<file path="config.mk">
export PLATFORM = sky130hd
export DESIGN_NAME = mcpwm_phase_leg
export DESIGN_NICKNAME = d
export VERILOG_FILES = /design/src/rtl/mcpwm_pkg.sv /design/src/rtl/mcpwm_carrier.sv /design/src/rtl/mcpwm_ref_hold.sv /design/src/rtl/mcpwm_gate_map.sv /design/src/rtl/mcpwm_phase_leg.sv
export SDC_FILE = /design/constraint.sdc
export NUM_CORES = 1
export LEC_CHECK = 0
export CAP_MARGIN = 20
export CORE_MARGIN = 2
export CORE_UTILIZATION = 43
export CTS_BUF_LIST = sky130_fd_sc_hd__clkbuf_16
export CTS_CLUSTER_SIZE = 10
export DETAILED_ROUTE_END_ITERATION = 6
export DONT_BUFFER_PORTS = 1
export PLACE_DENSITY_LB_ADDON = 0.1
export SETUP_SLACK_MARGIN = 0.4
export SYNTH_ARGS = -nofsm -noshare
export SYNTH_HDL_FRONTEND = slang
export SYNTH_SLANG_ARGS = --single-unit
</file>
<file path="constraint.sdc">
create_clock -name clk -period 4.9 [get_ports clk]
set_input_delay 0.49 -clock clk [delete_from_list [all_inputs] [get_ports clk]]
set_output_delay 0.49 -clock clk [all_outputs]
set_load 0.005 [all_outputs]
</file>
<file path="src/rtl/mcpwm_pkg.sv">
// Shared types and helpers for the multicarrier PWM leg.
// Assumes at least two carriers.
package mcpwm_pkg;

    // Counting direction of one triangular carrier
    typedef enum logic {
        DIR_UP   = 1'b0,
        DIR_DOWN = 1'b1
    } dir_e;

    // Number of gate bits for a given carrier count: two carriers
    // drive pairs, every further carrier drives a group of four.
    function automatic int gate_count(input int ncar);
        return 4 * ncar - 4;
    endfunction

    // Index of the first gate bit owned by carrier k
    function automatic int gate_base(input int k);
        return (k < 2) ? 2 * k : 4 * k - 4;
    endfunction

endpackage

</file>
<file path="src/rtl/mcpwm_carrier.sv">
// One triangular carrier: an up/down counter between 0 and peak.
// On reset it is preloaded to phase IDX*2*peak/NCAR of the period,
// which places the carriers at equal offsets. Assumes peak >= 2 and
// that peak only changes while reset is held.
module mcpwm_carrier
    import mcpwm_pkg::*;
#(
    parameter int CNT_W = 16,
    parameter int NCAR  = 4,
    parameter int IDX   = 0
) (
    input  logic             clk,
    input  logic             rst_n,
    input  logic [CNT_W-1:0] peak,
    output logic [CNT_W-1:0] cnt,
    output logic             valley
);
    localparam int PW = CNT_W + $clog2(2 * NCAR) + 2;

    logic [PW-1:0] prod;
    logic [PW-1:0] ofs;
    logic [PW-1:0] peak_w;
    logic [PW-1:0] pre_w;
    dir_e          pre_dir;
    dir_e          dir;

    // Purpose: derive the preload value and direction from the offset phase
    always_comb begin
        peak_w = PW'(peak);
        prod   = PW'(2 * IDX) * peak_w;
        ofs    = prod / PW'(NCAR);
        if (ofs < peak_w) begin
            pre_w   = ofs;
            pre_dir = DIR_UP;
        end else if (ofs == peak_w) begin
            pre_w   = ofs;
            pre_dir = DIR_DOWN;
        end else begin
            pre_w   = (peak_w << 1) - ofs;
            pre_dir = DIR_DOWN;
        end
    end

    // Purpose: step the triangle one count per clock, turning at 0 and peak
    always_ff @(posedge clk) begin
        if (!rst_n) begin
            cnt <= pre_w[CNT_W-1:0];
            dir <= pre_dir;
        end else begin
            case (dir)
                DIR_UP: begin
                    if (cnt >= peak - 1'b1) begin
                        cnt <= peak;
                        dir <= DIR_DOWN;
                    end else begin
                        cnt <= cnt + 1'b1;
                    end
                end
                default: begin
                    if (cnt <= CNT_W'(1)) begin
                        cnt <= '0;
                        dir <= DIR_UP;
                    end else begin
                        cnt <= cnt - 1'b1;
                    end
                end
            endcase
        end
    end

    // Purpose: flag the valley, used to time the reference capture
    assign valley = (cnt == '0);

endmodule

</file>
<file path="src/rtl/mcpwm_ref_hold.sv">
// Holds the modulation reference for a whole carrier period.
// Captures the input on edges where load is high; clears to 0 on reset.
module mcpwm_ref_hold #(
    parameter int CNT_W = 16
) (
    input  logic               clk,
    input  logic               rst_n,
    input  logic               load,
    input  logic signed [CNT_W:0] ref_in,
    output logic signed [CNT_W:0] ref_q
);
    // Purpose: sample the reference at the carrier valley only
    always_ff @(posedge clk) begin
        if (!rst_n) begin
            ref_q <= '0;
        end else if (load) begin
            ref_q <= ref_in;
        end
    end
endmodule

</file>
<file path="src/rtl/mcpwm_gate_map.sv">
// Compares every carrier with the held reference and registers the gate
// groups and the level count. Carriers 0 and 1 drive a complementary
// pair; later carriers drive on/inverse/on/inverse groups.
// Assumes the reference stays within +/- peak.
module mcpwm_gate_map
    import mcpwm_pkg::*;
#(
    parameter int CNT_W = 16,
    parameter int NCAR  = 4,
    parameter int NG    = 12,
    parameter int LW    = 3
) (
    input  logic                   clk,
    input  logic                   rst_n,
    input  logic                   en,
    input  logic [CNT_W-1:0]       peak,
    input  logic signed [CNT_W:0]  ref_q,
    input  logic [NCAR*CNT_W-1:0]  cnt_flat,
    output logic [NG-1:0]          gate,
    output logic [LW-1:0]          level
);
    localparam int XW = CNT_W + 3;

    logic [NCAR-1:0]      on;
    logic [NG-1:0]        gate_d;
    logic [LW-1:0]        level_d;
    logic signed [XW-1:0] thresh;

    // Purpose: threshold = reference shifted to the 0..2*peak range
    assign thresh = XW'(ref_q) + $signed({3'b000, peak});

    // Purpose: one comparator per carrier against the doubled count
    for (genvar k = 0; k < NCAR; k++) begin : g_cmp
        logic signed [XW-1:0] dbl;
        assign dbl   = $signed({2'b00, cnt_flat[k*CNT_W +: CNT_W], 1'b0});
        assign on[k] = (dbl < thresh);
    end

    // Purpose: route each comparison to its gate group
    for (genvar k = 0; k < NCAR; k++) begin : g_map
        localparam int B = gate_base(k);
        if (k < 2) begin : g_pair
            assign gate_d[B]     = on[k];
            assign gate_d[B + 1] = ~on[k];
        end else begin : g_quad
            assign gate_d[B]     = on[k];
            assign gate_d[B + 1] = ~on[k];
            assign gate_d[B + 2] = on[k];
            assign gate_d[B + 3] = ~on[k];
        end
    end

    // Purpose: count the carriers that are currently on
    always_comb begin
        level_d = '0;
        for (int k = 0; k < NCAR; k++) begin
            level_d = level_d + LW'(on[k]);
        end
    end

    // Purpose: register gates (masked by enable) and the level
    always_ff @(posedge clk) begin
        if (!rst_n) begin
            gate  <= '0;
            level <= '0;
        end else begin
            gate  <= en ? gate_d : '0;
            level <= level_d;
        end
    end
endmodule

</file>
<file path="src/rtl/mcpwm_phase_leg.sv">
// Top of the multicarrier PWM leg: NCAR phase-shifted carriers, a
// reference captured at the valley of carrier 0, and the gate mapping.
// Assumes peak_i is even, at least 2, and changed only under reset.
module mcpwm_phase_leg
    import mcpwm_pkg::*;
#(
    parameter int NCAR  = 4,
    parameter int CNT_W = 16,
    localparam int NG   = 4 * NCAR - 4,
    localparam int LW   = $clog2(NCAR + 1)
) (
    input  logic                  clk,
    input  logic                  rst_n,
    input  logic                  en_i,
    input  logic [CNT_W-1:0]      peak_i,
    input  logic signed [CNT_W:0] ref_i,
    output logic [NG-1:0]         gate_o,
    output logic [LW-1:0]         level_o
);
    logic [NCAR*CNT_W-1:0] cnt_flat;
    logic [NCAR-1:0]       valley;
    logic signed [CNT_W:0] ref_q;

    // Purpose: instantiate one carrier per offset slot
    for (genvar k = 0; k < NCAR; k++) begin : g_car
        mcpwm_carrier #(
            .CNT_W (CNT_W),
            .NCAR  (NCAR),
            .IDX   (k)
        ) u_car (
            .clk    (clk),
            .rst_n  (rst_n),
            .peak   (peak_i),
            .cnt    (cnt_flat[k*CNT_W +: CNT_W]),
            .valley (valley[k])
        );
    end

    mcpwm_ref_hold #(
        .CNT_W (CNT_W)
    ) u_ref (
        .clk    (clk),
        .rst_n  (rst_n),
        .load   (valley[0]),
        .ref_in (ref_i),
        .ref_q  (ref_q)
    );

    mcpwm_gate_map #(
        .CNT_W (CNT_W),
        .NCAR  (NCAR),
        .NG    (NG),
        .LW    (LW)
    ) u_map (
        .clk      (clk),
        .rst_n    (rst_n),
        .en       (en_i),
        .peak     (peak_i),
        .ref_q    (ref_q),
        .cnt_flat (cnt_flat),
        .gate     (gate_o),
        .level    (level_o)
    );
endmodule

</file>
== After elaboration in Yosys (flattened, before gate mapping) ==
Index checks and enable logic that the tools add are counted.

* Register bits: 100
* Logic and storage cells: 94
* Output and inout port bits: 15

* Multiplexer cells: 42
* Eq/ne operators: 2
* $mul: 1
* Bitwise logic cells: 4
* $add $sub $neg: 15
* Magnitude comparators: 16
* Reductions and logical operators: 3

{| class="wikitable"
|+ Operators with widths
! kind !! number
|-
| 16-bit 2-to-1 mux || 22
|-
| 16-bit by 1-bit subtractor with 16-bit output, second input constant || 5
|-
| 18-bit by 19-bit less-than comparator with 1-bit output || 4
|-
| 16-bit by 1-bit adder with 16-bit output, second input constant || 4
|-
| 16-bit greater-or-equal comparator || 4
|-
| 16-bit by 1-bit less-or-equal comparator with 1-bit output, second input constant || 4
|-
| 21-bit logical NOT || 1
|-
| 1-bit 2-to-1 mux || 20
|-
| 17-bit by 17-bit adder with 18-bit output || 1
|-
| 2-bit by 16-bit multiplier with 18-bit output, first input constant || 1
|-
| 17-bit by 16-bit equality test with 1-bit output || 1
|-
| 17-bit by 16-bit less-than comparator with 1-bit output || 1
|-
| 15-bit by 16-bit equality test with 1-bit output || 1
|-
| 16-bit logical NOT || 1
|-
| 1-bit by 16-bit less-than comparator with 1-bit output, first input constant || 1
|-
| 15-bit by 16-bit less-than comparator with 1-bit output || 1
|-
| 16-bit less-than comparator || 1
|-
| 16-bit by 15-bit subtractor with 16-bit output || 1
|-
| 16-bit subtractor || 1
|-
| 3-bit by 1-bit adder with 3-bit output || 2
|-
| 1-bit inverter || 4
|-
| 1-bit by 1-bit adder with 2-bit output || 1
|-
| 2-bit AND reduction || 1
|}

== Depth between registers and ports, before layout ==
* Depth in word-level cells: 5
* Mapped depth: 23

== Hierarchy ==
From an unflattened synthesis, not the netlist that was laid out.

* Cell total of the unflattened synthesis: 1826
* Area, all modules: 14700.3 µm²

{| class="wikitable"
|+ By module, submodules not included
! module !! times used !! sequential area each (µm²) !! cells each !! area an instance (µm²)
|-
| mcpwm_carrier at g_car[3].u_car || 1 || 340.3 || 539 || 4065.1
|-
| mcpwm_carrier at g_car[1].u_car || 1 || 340.3 || 450 || 3493.4
|-
| mcpwm_gate_map || 1 || 220.2 || 307 || 2626.3
|-
| mcpwm_carrier at g_car[0].u_car || 1 || 340.3 || 236 || 1948.1
|-
| mcpwm_carrier at g_car[2].u_car || 1 || 340.3 || 240 || 1915.6
|-
| mcpwm_ref_hold || 1 || 340.3 || 54 || 651.9
|}

== Worst setup path after synthesis ==
OpenSTA, ideal clock, no wires.

* Kind: input port to flip-flop
* Start: in peak_i[0]
* End: reg u_map.level[1]
* Path buffers: 0
* Path slack: -259 ps
* Stages on the path: 19
* Data arrival time: 5044 ps
* Cell sequence: ha_1 fa_1 a21o_1 a221oi_2 a21o_1 a311oi_2 a21o_1 a21o_1 a21o_1 a21oi_1 xor2_1 ha_1 nor2b_1 or4_1 a221oi_2 ha_1 fa_1 ha_1 and2_1

* Cells in the longest elaborated chain, start to end: 5

{| class="wikitable"
|+ RTL lines
! element !! RTL line !! text
|-
| start: declaration || mcpwm_phase_leg.sv:15 || <nowiki>input logic [CNT_W-1:0] peak_i,</nowiki>
|-
| 17-bit by 17-bit adder with 18-bit output || mcpwm_gate_map.sv:30 || <nowiki>assign thresh = XW'(ref_q) + $signed({3'b000, peak});</nowiki>
|-
| 18-bit by 19-bit less-than comparator with 1-bit output || mcpwm_gate_map.sv:36 || <nowiki>assign on[k] = (dbl < thresh);</nowiki>
|-
| net u_map.gate_d[2] || mcpwm_gate_map.sv:25 || <nowiki>logic [NG-1:0] gate_d;</nowiki>
|-
| 1-bit by 1-bit adder with 2-bit output || mcpwm_gate_map.sv:57 || <nowiki>level_d = level_d + LW'(on[k]);</nowiki>
|-
| 3-bit by 1-bit adder with 3-bit output (2 in a row) || mcpwm_gate_map.sv:57 ||
|-
| net u_map.level_d[1] || mcpwm_gate_map.sv:26 || <nowiki>logic [LW-1:0] level_d;</nowiki>
|-
| end signal: assignment || mcpwm_gate_map.sv:68 || <nowiki>level <= level_d;</nowiki>
|-
| end: declaration || mcpwm_gate_map.sv:20 || <nowiki>output logic [LW-1:0] level</nowiki>
|}

The timed path passes the listed nets, and every way through them passes these cells.
A chain may end at the register's enable or synchronous reset.

== Final worst setup path ==
* Start: reg u_ref.ref_q[0]
* End: reg u_map.level[1]

* Cells in the longest elaborated chain, start to end: 5

{| class="wikitable"
|+ RTL lines
! element !! RTL line !! text
|-
| start: declaration || mcpwm_ref_hold.sv:10 || <nowiki>output logic signed [CNT_W:0] ref_q</nowiki>
|-
| start signal: assignment || mcpwm_ref_hold.sv:17 || <nowiki>ref_q <= ref_in;</nowiki>
|-
| 17-bit by 17-bit adder with 18-bit output || mcpwm_gate_map.sv:30 ||
|-
| 18-bit by 19-bit less-than comparator with 1-bit output || mcpwm_gate_map.sv:36 ||
|-
| net u_map.gate_d[2] || mcpwm_gate_map.sv:25 ||
|-
| 1-bit by 1-bit adder with 2-bit output || mcpwm_gate_map.sv:57 ||
|-
| 3-bit by 1-bit adder with 3-bit output (2 in a row) || mcpwm_gate_map.sv:57 ||
|-
| net u_map.level_d[1] || mcpwm_gate_map.sv:26 ||
|}

The timed path passes the listed nets, and every way through them passes these cells.

==> flow_metrics.tcl <==
set metrics [dict create \
    result_of_the_run "finished with violations" \
    violations_in_the_final_reports "setup timing" \
    timing.fmax_mhz 203 \
    globalRouteMet3Util_pct 3.46 \
    synth_top_area_cells "ha_1, dfxtp_1, xnor2_1" \
    final_layout_size_suffix_gt1_share_pct 9.39 \
    tritoncts.num_buffers 9 \
    timing.critical_path.required_ps 5160 \
    grt_start_max_net_pins 70 \
    syn-num-nets 1941 \
    synth.cell_area_um2 13100 \
    worst_skew_pair.late_latency_ps 370 \
    unrepaired_setup_endpoints_after_global_routing "true" \
    drv.max_cap_violation_count 0 \
    layout.filler_cells 2940 \
    worst_setup_path_start_kind "register" \
    type_of_element_capturing_the_critical_path "register" \
    maximum_buffer_depth_of_the_clock_tree 2 \
    maxSlewViolCount 0 \
    crit_path_max_incr_delay_ps 500 \
    power_per_cell_area_nw_per_um2 354 \
    via_per_inst 6.00 \
    first_global_vias 11300 \
    grt_busiest_layer "met1" \
    synth_top_flop_cell "dfxtp_1" \
    synthDominantAreaCellType "ha_1" \
    avgSynthCellArea_um2 7.90 \
    cellLeakagePower_nw 6.55 \
    post_synth_edffs 0 \
    die_h_um 179 \
    drc_errors 0 \
    path_class "reg2reg" \
    post-route-min-period_ps 4920 \
    gr_util_all_layers_pct 27.5 \
    worstPathArrival_ps 5180 \
    setup.worst_path.start "u_ref.ref_q[0]" \
    drt-pass1-iter-count 5 \
    cts.reportedPaths.clkPinSlew_ps 70 \
    tritoncts "done" \
    worst_path_max_delay_cell "or4_4" \
    tightestPinTransition_ps 1130 \
    post_route_clock_period_utilization_pct 100 \
    final_antenna_net_count 0 \
    cts-hold-fix-buffers 0 \
    grt_overflow_total 0 \
    grt_first_pass_wirelength_um 67400 \
    ys_top_cells_by_count "ha_1, nor2_1, a21oi_1, nand2_1, xnor2_1" \
    vdd_ir_drop_max_mv 0.196 \
    die-width_um 179 \
    final_nets 1966 \
    met2_demand_to_capacity_share_in_global_routing_pct 40.2 \
    postSynthRegisterBits 96 \
    holdCritPathClass "in2reg" \
    most_numerous_cell_in_the_yosys_netlist "ha_1" \
    placement.io_buffers 0 \
    design_power_total_mw 5.12 \
    netlist_instances 1664 \
    last_weighted_congestion_value_of_the_routability_driven_placer 0.905 \
    netlist.area_leader.share_pct 22.6 \
    cts_root_buffer "clkbuf_16" \
    cts.sink_count 96 \
    grt_antenna_before_repair 0 \
    coreArea_um2 30300 \
    clock_tree.htree_level_count 3 \
    reg2reg_from "u_ref.ref_q[0]" \
    routed_wire_length_per_instance_um 21.0 \
    worst-path-max-fanout 2 \
    path_cells "ha_4 > fa_2 > a21o_1 > a221oi_4 > a21o_1 > a311oi_2 > a21o_1 > a21o_1 > a21o_1 > a21oi_2 > xor2_2 > ha_1 > nor2b_1 > or4_4 > a221oi_4 > ha_1 > fa_2 > ha_4 > and2_4" \
    area.growth.synth_to_final_pct 9.88 \
    min_from "peak_i[3]" \
    worst_rel_slew_slack_pct 24.5 \
    insertedDiodeCount 0 \
    worst_clock_skew_ps 10.5 \
    detail_route.iter0.violations 1161 \
    route.final.wire_length_um 43800 \
    met1_use_gr_pct 42.6 \
    final-hold-violation-count 0 \
    async_reset_ff_share_pct 0 \
    finish.utilization_pct 47.6 \
    crit_top_cell "a21o_1" \
    finalSetupViolCount 1 \
    vias 12500 \
    synth_seq_area_share_pct 14.6 \
    synth_cell_type_count 90 \
    num_rows 64 \
    boundaryPins 51 \
    design.die.area_um2 32000 \
    synthesis.yosys.warnings 0 \
    floorplan.initialDensity_pct 43.3 \
    worst_slack_ps -19.4 \
    dp_hpwl_um 34500 \
]
[sequential cells by signal, indices dropped and copies added, names as in the netlist]
signal,count
g_car.u_car.cnt,64
u_ref.ref_q,17
u_map.gate,8
g_car.u_car.dir,4
u_map.level,3
[logic make-up (layout without fill, tap and decap cells)]
family / after synthesis / after routing / share of synthesized area [%]
xor gates and xnor gates: 154 / 154 / 10.3
buffers and inverters: 144 / 174 / 4.56
muxes: 53 / 53 / 4.05
and+or+nand+nor: 508 / 508 / 18.5
AOI/OAI and AO/OA: 467 / 467 / 24.8
adders and majority gates: 242 / 242 / 23.2
DFF: 96 / 96 / 14.6
[repair_timing]
action / 4_1_cts / 5_1_grt
pin swaps: 14 / 4
setup endpoints to repair: 3 / 19
resized for setup: 14 / 8
endpoints found under the hold margin: 0 / 0
setup buffers: 9 / 2
[report_power, final]
group          internal (mW)  total [mW]  switching (mW)  leakage [nW]
clock                  0.444       0.797           0.353         0.154
combinational           1.43        3.02            1.58          5.60
sequential             0.939        1.30           0.361         0.798
total                   2.82        5.12            2.30          6.55
[cells in the final DEF, fill, tap and decap left out, types with 19 or more instances in the layout]
cell type / netlist / final
a21oi_1: 137 / 135
nor3_1: 43 / 42
nand2_1: 137 / 137
ha_1: 237 / 235
mux2i_1: 51 / 51
and3_1: 23 / 22
o21a_1: 29 / 29
nand3_1: 50 / 50
dfxtp_1: 96 / 95
a21o_1: 43 / 43
nor2_1: 142 / 142
o21ai_0: 61 / 61
xnor2_1: 114 / 113
nand2b_1: 19 / 19
xor2_1: 40 / 39
buf_4: 5 / 72
inv_1: 72 / 71
a211oi_1: 20 / 20
[through the flow]
stage	worst slack [ps]	hold WS, ps	setup TNS [ps]	area (um^2)	std cells
floorplan	-58.9	440	-58.9	13200	1664
detailed placement	-232	455	-459	13900	2062
global placement	-219	450	-401	13900	2062
global route	-174	229	-408	14400	2090
finish	-19.4	241	-19.4	14400	2090
CTS	1.30	227	0	14400	2087
[area by class of cell]
cell class | count | area [um^2] | share of cell area (%)
multi-input combinational | 1424 | 10700 | 74.4
sequential | 96 | 1920 | 13.3
timing repair buffer | 83 | 684 | 4.74
tap | 396 | 495 | 3.43
inverter | 75 | 282 | 1.95
clock buffer | 9 | 225 | 1.56
clock inverter | 7 | 86.3 | 0.598
[per-layer routing]
layer  wire length, um  part of all wire [%]  up-vias
met3              2780                   6.3       38
met1             22200                    51     5927
met2             18200                    42      402
li1                  -                     -     6172
met4               613                   1.4        0
met5                 0                     0        -
[critical path, delay by kind of cell (launching register included)]
family          cells  cell delay, ps
compound gates      9            1880
flops               1             330
simple gates        3             780
xor+xnor            1             180
fa+ha+maj           6            1650
[final timing paths]
path	endpoint	slack, ps	cells after the start
max	u_map.level[1]	-20	19
min	g_car[2].u_car.cnt[3]	240	2
max reg2reg	u_map.level[1]	-20	19
min reg2reg	u_ref.ref_q[5]	460	2
(Power assumes the default switching activity.)
